===== src/rtl/wk_pkg.sv =====
package wk_pkg;
  localparam int SRC_W  = 4;  // width of the source register
  localparam int MASK_W = 4;  // width of the enable mask
  localparam int ST_W   = 2;  // width of the power state code

  // enable mask bit positions
  localparam int EN_PIN0 = 0;
  localparam int EN_PIN1 = 1;
  localparam int EN_RTC  = 2;
  localparam int EN_BTN  = 3;

  // source register bit positions
  localparam int SRC_BTN = 0;
  localparam int SRC_RTC = 1;
  localparam int SRC_PIN = 2;
  localparam int SRC_HW  = 3;

  typedef enum logic [ST_W-1:0] {
    PM_RUN  = 2'd0,
    PM_RTC  = 2'd1,
    PM_OFF  = 2'd2,
    PM_RSVD = 2'd3
  } pm_state_e;
endpackage


===== src/rtl/wk_enable_reg.sv =====
module wk_enable_reg #(
  parameter int W = 4
) (
  input  logic         clk,
  input  logic         rst,
  input  logic         set_vld,
  input  logic         clr_vld,
  input  logic [W-1:0] bits,
  output logic [W-1:0] mask
);
  logic [W-1:0] set_part;
  logic [W-1:0] keep_part;

  always_comb begin
    set_part  = set_vld ? bits : '0;
    keep_part = clr_vld ? ~bits : '1;
  end

  always_ff @(posedge clk) begin
    if (rst) mask <= '0;
    else     mask <= (mask | set_part) & keep_part;
  end

  // without a write the mask keeps its value
  p_mask_hold_r1: assert property (@(posedge clk) disable iff (rst)
    (!set_vld && !clr_vld) |=> $stable(mask));

  // bits named by a clear are gone on the next edge
  p_clr_wins_r2: assert property (@(posedge clk) disable iff (rst)
    clr_vld |=> ((mask & $past(bits)) == '0));
endmodule


===== src/rtl/wk_combine.sv =====
module wk_combine
  import wk_pkg::*;
(
  input  logic [MASK_W-1:0] mask,
  input  logic              and_mode,
  input  logic              pin0,
  input  logic              pin1,
  input  logic              rtc,
  input  logic              btn,
  input  logic              hwrst,
  output logic [SRC_W-1:0]  ev
);
  logic p0_hit, p1_hit, pin_hit;

  always_comb begin
    p0_hit  = mask[EN_PIN0] & pin0;
    p1_hit  = mask[EN_PIN1] & pin1;
    pin_hit = and_mode ? (p0_hit & p1_hit) : (p0_hit | p1_hit);
    ev          = '0;
    ev[SRC_BTN] = mask[EN_BTN] & btn;
    ev[SRC_RTC] = mask[EN_RTC] & rtc;
    ev[SRC_PIN] = pin_hit;
    ev[SRC_HW]  = hwrst;
  end
endmodule


===== src/rtl/wk_release.sv =====
module wk_release
  import wk_pkg::*;
(
  input  logic             clk,
  input  logic             rst,
  input  logic [ST_W-1:0]  state,
  input  logic             latch_mode,
  input  logic [SRC_W-1:0] ev,
  input  logic             src_clr_vld,
  input  logic [SRC_W-1:0] src_clr_bits,
  output logic             wake_pulse,
  output logic [SRC_W-1:0] wake_src
);
  pm_state_e        st;
  logic [SRC_W-1:0] pend;
  logic [SRC_W-1:0] rel_bits;
  logic [SRC_W-1:0] clr_mask;
  logic             req, req_q;

  always_comb begin
    st       = pm_state_e'(state);
    rel_bits = (st == PM_OFF) ? (ev | pend) : '0;
    req      = |rel_bits;
    clr_mask = src_clr_vld ? src_clr_bits : '0;
  end

  always_ff @(posedge clk) begin
    if (rst) begin
      pend       <= '0;
      req_q      <= 1'b0;
      wake_pulse <= 1'b0;
      wake_src   <= '0;
    end else begin
      req_q      <= req;
      wake_pulse <= req & ~req_q;
      wake_src   <= (wake_src & ~clr_mask) | rel_bits;
      case (st)
        PM_OFF:  pend <= '0;
        PM_RTC:  if (latch_mode) pend <= pend | ev;
        default: pend <= pend;
      endcase
    end
  end

  // a cycle spent in RTC state never yields a pulse
  p_rtc_quiet_r7: assert property (@(posedge clk) disable iff (rst)
    (st == PM_RTC) |=> !wake_pulse);

  // the pulse lasts one cycle
  p_one_cycle_r6: assert property (@(posedge clk) disable iff (rst)
    wake_pulse |=> !wake_pulse);

  // source bits only fall through a clear command
  p_src_sticky_r11: assert property (@(posedge clk) disable iff (rst)
    !src_clr_vld |=> ((wake_src & $past(wake_src)) == $past(wake_src)));

  // in drop mode nothing is collected in RTC state
  p_drop_empty_r8: assert property (@(posedge clk) disable iff (rst)
    (!latch_mode && st == PM_RTC && pend == '0) |=> (pend == '0));

  // held events leave as a pulse after OFF is seen
  p_held_release_r9: assert property (@(posedge clk) disable iff (rst)
    (st == PM_OFF && pend != '0 && !req_q) |=> wake_pulse);
endmodule


===== src/rtl/wake_aggregator.sv =====
module wake_aggregator
  import wk_pkg::*;
(
  input  logic              clk,
  input  logic              rst,
  input  logic              en_set_vld,
  input  logic              en_clr_vld,
  input  logic [MASK_W-1:0] en_bits,
  input  logic              pin_and_mode,
  input  logic              latch_mode,
  input  logic [ST_W-1:0]   pm_state,
  input  logic              pin0_evt,
  input  logic              pin1_evt,
  input  logic              rtc_evt,
  input  logic              btn_evt,
  input  logic              hwrst_evt,
  input  logic              src_clr_vld,
  input  logic [SRC_W-1:0]  src_clr_bits,
  output logic [MASK_W-1:0] en_mask,
  output logic [SRC_W-1:0]  wake_src,
  output logic              wake_pulse
);
  logic [SRC_W-1:0] ev;

  wk_enable_reg #(.W(MASK_W)) u_mask (
    .clk     (clk),
    .rst     (rst),
    .set_vld (en_set_vld),
    .clr_vld (en_clr_vld),
    .bits    (en_bits),
    .mask    (en_mask)
  );

  wk_combine u_comb (
    .mask     (en_mask),
    .and_mode (pin_and_mode),
    .pin0     (pin0_evt),
    .pin1     (pin1_evt),
    .rtc      (rtc_evt),
    .btn      (btn_evt),
    .hwrst    (hwrst_evt),
    .ev       (ev)
  );

  wk_release u_rel (
    .clk          (clk),
    .rst          (rst),
    .state        (pm_state),
    .latch_mode   (latch_mode),
    .ev           (ev),
    .src_clr_vld  (src_clr_vld),
    .src_clr_bits (src_clr_bits),
    .wake_pulse   (wake_pulse),
    .wake_src     (wake_src)
  );

  // a masked-off button source never reaches the source register
  p_btn_gated_r5: assert property (@(posedge clk) disable iff (rst)
    (!en_mask[EN_BTN] && !wake_src[SRC_BTN]) |=> !wake_src[SRC_BTN]);
endmodule


===== config.mk =====
export PLATFORM = sky130hd
export DESIGN_NAME = wake_aggregator
export DESIGN_NICKNAME = d
export VERILOG_FILES = /design/src/rtl/wk_pkg.sv /design/src/rtl/wk_enable_reg.sv /design/src/rtl/wk_combine.sv /design/src/rtl/wk_release.sv /design/src/rtl/wake_aggregator.sv
export SDC_FILE = /design/constraint.sdc
export NUM_CORES = 1
export LEC_CHECK = 0
export ABC_AREA = 1
export BUFFER_PORTS_ARGS = -buffer_cell sky130_fd_sc_hd__buf_2
export CORE_MARGIN = 8
export CORE_UTILIZATION = 40
export CTS_CLUSTER_DIAMETER = 50
export CTS_CLUSTER_SIZE = 24
export DETAILED_ROUTE_END_ITERATION = 8
export PLACE_DENSITY = 0.84
export SLEW_MARGIN = 0
export SYNTH_ARGS = -nofsm -noshare
export SYNTH_HDL_FRONTEND = slang
export SYNTH_SLANG_ARGS = --single-unit

===== constraint.sdc =====
create_clock -name clk -period 2.77 [get_ports clk]
set_input_delay 0.1385 -clock clk [delete_from_list [all_inputs] [get_ports clk]]
set_output_delay 0.1385 -clock clk [all_outputs]
set_load 0.05 [all_outputs]

== Word level (Yosys, flattened, before mapping) ==
Cells that the tools add are included.

* Div/mod/pow operators: 0
* $mul: 0
* Add/sub/neg operators: 0
* Bitwise operators: 15
* Shift operators: 0
* Reductions and logical operators: 3
* Muxes and demuxes: 7
* Order comparisons: 0
* Eq/ne operators: 3

{| class="wikitable"
|+ Operators by type and width
! operator !! count
|-
| 2-to-1 mux 4 bit || 5
|-
| bitwise OR 4 bit || 3
|-
| bitwise AND 4 bit || 2
|-
| inverter 4 bit || 2
|-
| one-hot mux 4 bit (2 select lines) || 1
|-
| bitwise AND 1 bit || 6
|-
| OR reduction 4 bit || 1
|-
| == test 2 x 1 -> 1 bit, second input constant || 1
|-
| == test 2 bit, second input constant || 1
|-
| inequality test 2 bit, second input constant || 1
|-
| AND reduction 2 bit || 1
|-
| nonzero test 2 bit || 1
|-
| 2-to-1 mux 1 bit || 1
|-
| inverter 1 bit || 1
|-
| bitwise OR 1 bit || 1
|}

* Bits in read-only memories: 0
* Output and inout bits: 9
* Flip-flop bits (word level): 14
* Memories kept: 0
* Bits in writable memories: 0
* Latch bits: 0
* Input port bits: 22
* Word-level logic and storage cells: 33

== Depth between registers and ports, before layout ==
* Depth after elaboration: 7
* Depth in mapped cells: 8
* Mapped depth without buffers: 8

== Modules after synthesis ==
From an unflattened synthesis, not the netlist that was laid out.

* Cells, all modules: 89
* Area total of the unflattened synthesis: 611.8 sq um

{| class="wikitable"
|+ Modules (own cells, without submodules)
! module !! times used !! cells each !! area an instance (sq um) !! sequential area each (sq um)
|-
| wk_release || 1 || 55 || 402.9 || 200.2
|-
| wk_enable_reg || 1 || 21 || 148.9 || 80.1
|-
| wk_combine || 1 || 13 || 60.1 || 0.0
|}

== Least setup slack after synthesis ==
OpenSTA, ideal clock, no wires.

* Path kind: register to register
* From: reg u_mask.mask[0]
* To: reg u_rel.wake_pulse
* Arrival: 1.172 ns
* Cell stages (with the launch flop): 9
* Data required time: 2.708 ns
* Path buffers: 0
* Slack: 1.536 ns
* Clock period less this slack: 1.234 ns
* Library setup time: 0.062 ns
* Cell sequence: dfxtp_1 nand2_1 nor2_1 nor2_1 nand2_1 nand2_1 nand2_1 nand2_2 nor2_2

* Word-level cells in the longest chain between the ends: 7
* Elaborated cells on any way between the ends: 8
* Those cells by class: 2 x mux; 5 x bitwise; 1 x reduce/logical

{| class="wikitable"
|+ Ends and longest elaborated chain
! what !! line !! text
|-
| from (decl) || wk_enable_reg.sv:9 || <nowiki>output logic [W-1:0] mask</nowiki>
|-
| from (signal assigned) || wk_enable_reg.sv:21 || <nowiki>else mask <= (mask | set_part) & keep_part;</nowiki>
|-
| bitwise AND 1 bit * || wk_combine.sv:16 || <nowiki>p0_hit = mask[EN_PIN0] & pin0;</nowiki>
|-
| bitwise OR 1 bit or bitwise AND 1 bit (tied branches) || wk_combine.sv:18 || <nowiki>pin_hit = and_mode ? (p0_hit & p1_hit) : (p0_hit | p1_hit);</nowiki>
|-
| 2-to-1 mux 1 bit * || wk_combine.sv:18 ||
|-
| bitwise OR 4 bit * || wk_release.sv:22 || <nowiki>rel_bits = (st == PM_OFF) ? (ev | pend) : '0;</nowiki>
|-
| 2-to-1 mux 4 bit * || wk_release.sv:22 ||
|-
| OR reduction 4 bit * || wk_release.sv:23 || <nowiki>req = |rel_bits;</nowiki>
|-
| bitwise AND 1 bit * || wk_release.sv:35 || <nowiki>wake_pulse <= req & ~req_q;</nowiki>
|-
| to (signal assigned) || wk_release.sv:35 ||
|-
| to (decl) || wk_release.sv:11 || <nowiki>output logic wake_pulse,</nowiki>
|}

Mark *: on every way between the ends. The rest lies on a longest branch, timed or not.
A chain may end at the register's enable or synchronous reset.

== Worst setup path in the final report ==
* From: reg u_mask.mask[3]
* To: out en_mask[3]

{| class="wikitable"
|+ RTL lines
! what !! line !! text
|-
| to (decl) || wake_aggregator.sv:19 || <nowiki>output logic [MASK_W-1:0] en_mask,</nowiki>
|}

No word-level cell between the ends.

==> reports/results.tsv <==
stage	metric	value	unit
detailed_routing	top routing layer used	met4	
setup_path	slowest CP cell	dfxtp_1	
global_route	largest net degree at the start of global routing	10	
outcome	status	finished, final reports clean	
setup_path	Worst Path Max Fanout	3	
floorplanning	Top-Level Pins	31	
detailed_routing	Via Count	593	
placement	DP HPWL	1183	um
setup_path	Worst Reg-to-Reg Cells	8	
sta	post-route setup TNS	0	ns
detailed_routing	Initial DRT Pass Iterations	4	
cts	CTS buffer count	3	
floorplanning	Die Y	53.81	um
floorplanning	initial core utilization	0.4340	
detailed_routing	Routed WL	1428	um
hold_path	min-delay worst type	in -> reg	
placement	gpl congestion	0.7353	
floorplanning	row cnt	13	
pwr	PD cells	511.8	nW/um^2
synth	Syn Inst Count	73	
sta	PnR worst setup slack	1.705	ns
setup_path	Worst setup EP type	output pin	
global_route	grt ovf	0	
pwr	Max rail drop VDD	256.5	uV
setup_path	Crit path buffers/inverters	1	
cts	TritonCTS clock tree	built	
floorplanning	Placeable Area	1318	um^2
cts	clock buffer depth	2	
setup_path	cell family with most CP delay	flip-flops	
setup_path	max incr delay on CP	0.37	ns
global_route	antenna violations before repair	0	
setup_path	kind of critical path	reg -> out	
detailed_routing	number of DRC markers in iteration 0	15	
detailed_routing	vias per std cell	4.942	
cts	Post-CTS Setup Inserts	0	
detailed_routing	met3 WL	192	um
cts	Sink Count	14	
synth	Synth area leader	dfxtp_1	
sta	Slew HR	0.8311	
layout	Syn-to-layout area delta	32.60	%
layout	n_diodes	0	
setup_path	CP startpoint kind	flop	
synth	Async SR Flop Fraction	0	
synth	synthesized cell area	571.8	um^2
synth	Mapped Nets	95	
layout	final core occ	0.5755	
layout	number of nets in the layout	129	
cts	Worst-path clk slew	0.08	ns
sta	worst clock skew	0.003937	ns
detailed_routing	routed len/inst	11.90	um
setup_path	worst path arrival time	0.93	ns
setup_path	Crit. path cell count	1	
sta	RSZ-0062 raised after global routing	no	
synth	average size of a mapped cell	7.833	um^2
synth	Synth Flop Type	dfxtp_1	
synth	top cell type's share of synthesized area	0.4902	
synth	unique cell type count in the Yosys netlist	16	
placement	port bufs	30	
cts	H-tree Lvls	1	
sta	Final setup viols	0	
setup_path	critical-path cell list	buf_2	
synth	post-synthesis register bit count	14	
sta	pins over their slew limit	0	
cts	post-cts sizing count	0	
sta	crit share post-route	0.3846	
cts	worst skew pair latency	0.28	ns
synth	Yosys warnings	0	
setup_path	required time of the critical path	2.63	ns
global_route	vias in the first global route	581	
global_route	GR Util All Layers	0.1049	
detailed_routing	Final ANT Viol Nets	0	
hold_path	cell depth of the worst hold path	2	
global_route	first-pass GRT wire length	2277	um
sta	measured slew at the worst slew-check pin	0.2551	ns
detailed_routing	Residual DRC	0	
sta	fin crit period	1.065	ns
placement	pre-CTS setup slack	1.821	ns
cts	Hold-fix buffers, CTS	0	
synth	count leader, synth	nand2_1	
synth	Area contributors post-synth	dfxtp_1, nand2_1, a21oi_1	
layout	share of cells above drive strength 1	0.3905	
sta	Hold Fails Final Rpt	0	
floorplanning	DIE AREA	2896	um^2
synth	top cells by count, synth	nand2_1, dfxtp_1, a21oi_1	
flow_run	maxcap violations	0	
detailed_routing	DRT met1 WL	620	um
sta	Fmax	938.8	MHz
pwr	LEAKAGE	0.0003922	uW
detailed_routing	met2 WL	579	um
synth	EDFF count, synth	0	
pwr	Pwr Total	388.0	uW
cts	root buf cell	clkbuf_4	
synth	post-synthesis sequential area ratio	0.4902	
floorplanning	Die W	53.81	um
## power breakdown
group	leakage, uW	switching (uW)	internal (uW)
clock network	0.0000138	60.7	50.4
registers	0.000114	3.54	208
logic	0.000265	42.9	22.9
total	0.000392	107	281
## worst paths after layout
path | start | end | slack (ns)
hold reg to reg | u_rel.req_q | u_rel.wake_pulse | 0.40
setup / recovery | u_mask.mask[3] | en_mask[3] | 1.70
hold / removal | en_bits[1] | u_mask.mask[1] | 0.05
setup reg to reg | u_mask.mask[0] | u_rel.wake_pulse | 1.81
## layout by cell type, fill, tap and decap left out, drive strengths merged
cell    netlist  final
nand2        23     23
nand3         3      3
a21oi        10     10
dfxtp        14     14
nor2          6      6
buf           1     30
o21a          1      1
inv           8      8
a21boi        1      1
and3          1      1
a211oi        5      5
clkbuf        0      3
## sequential cells by signal (all words and copies together), names as in the netlist
signal            count
u_rel.pend            4
u_rel.wake_pulse      1
u_mask.mask           4
u_rel.wake_src        4
u_rel.req_q           1
## layout make-up
cell class | count | area (um^2)
Inverter | 8 | 30.03
Timing Repair Buffer | 30 | 150.1
Fill cell | 137 | 559.3
Clock buffer | 3 | 22.52
Tap cell | 15 | 18.77
Multi-Input combinational cell | 50 | 256.5
Sequential cell | 14 | 280.3
## kinds of logic (layout without fill, tap and decap cells)
family,after synthesis,after routing,synth area share
compound gates,17,17,0.1860
flops,14,14,0.4902
simple gates,33,33,0.2626
buf+inv,9,41,0.06126
## per-layer routing
layer	global-route usage	vias to the layer above
met3	0.05510	5
li1	-	303
met5	0	-
met4	0.06303	0
met1	0.1144	252
met2	0.1583	33
## per-stage QoR
stage / instance area, um^2 / hold WS [ns] / cells
3_3_place_gp: 735.7 / 0.3322 / 117
5_1_grt: 758.2 / 0.04080 / 120
3_5_place_dp: 735.7 / 0.3416 / 117
2_1_floorplan: 571.8 / 0.2341 / 73
4_1_cts: 758.2 / 0.04255 / 120
6_report: 758.2 / 0.04619 / 120
No activity file was read; power rests on OpenSTA's default activity.
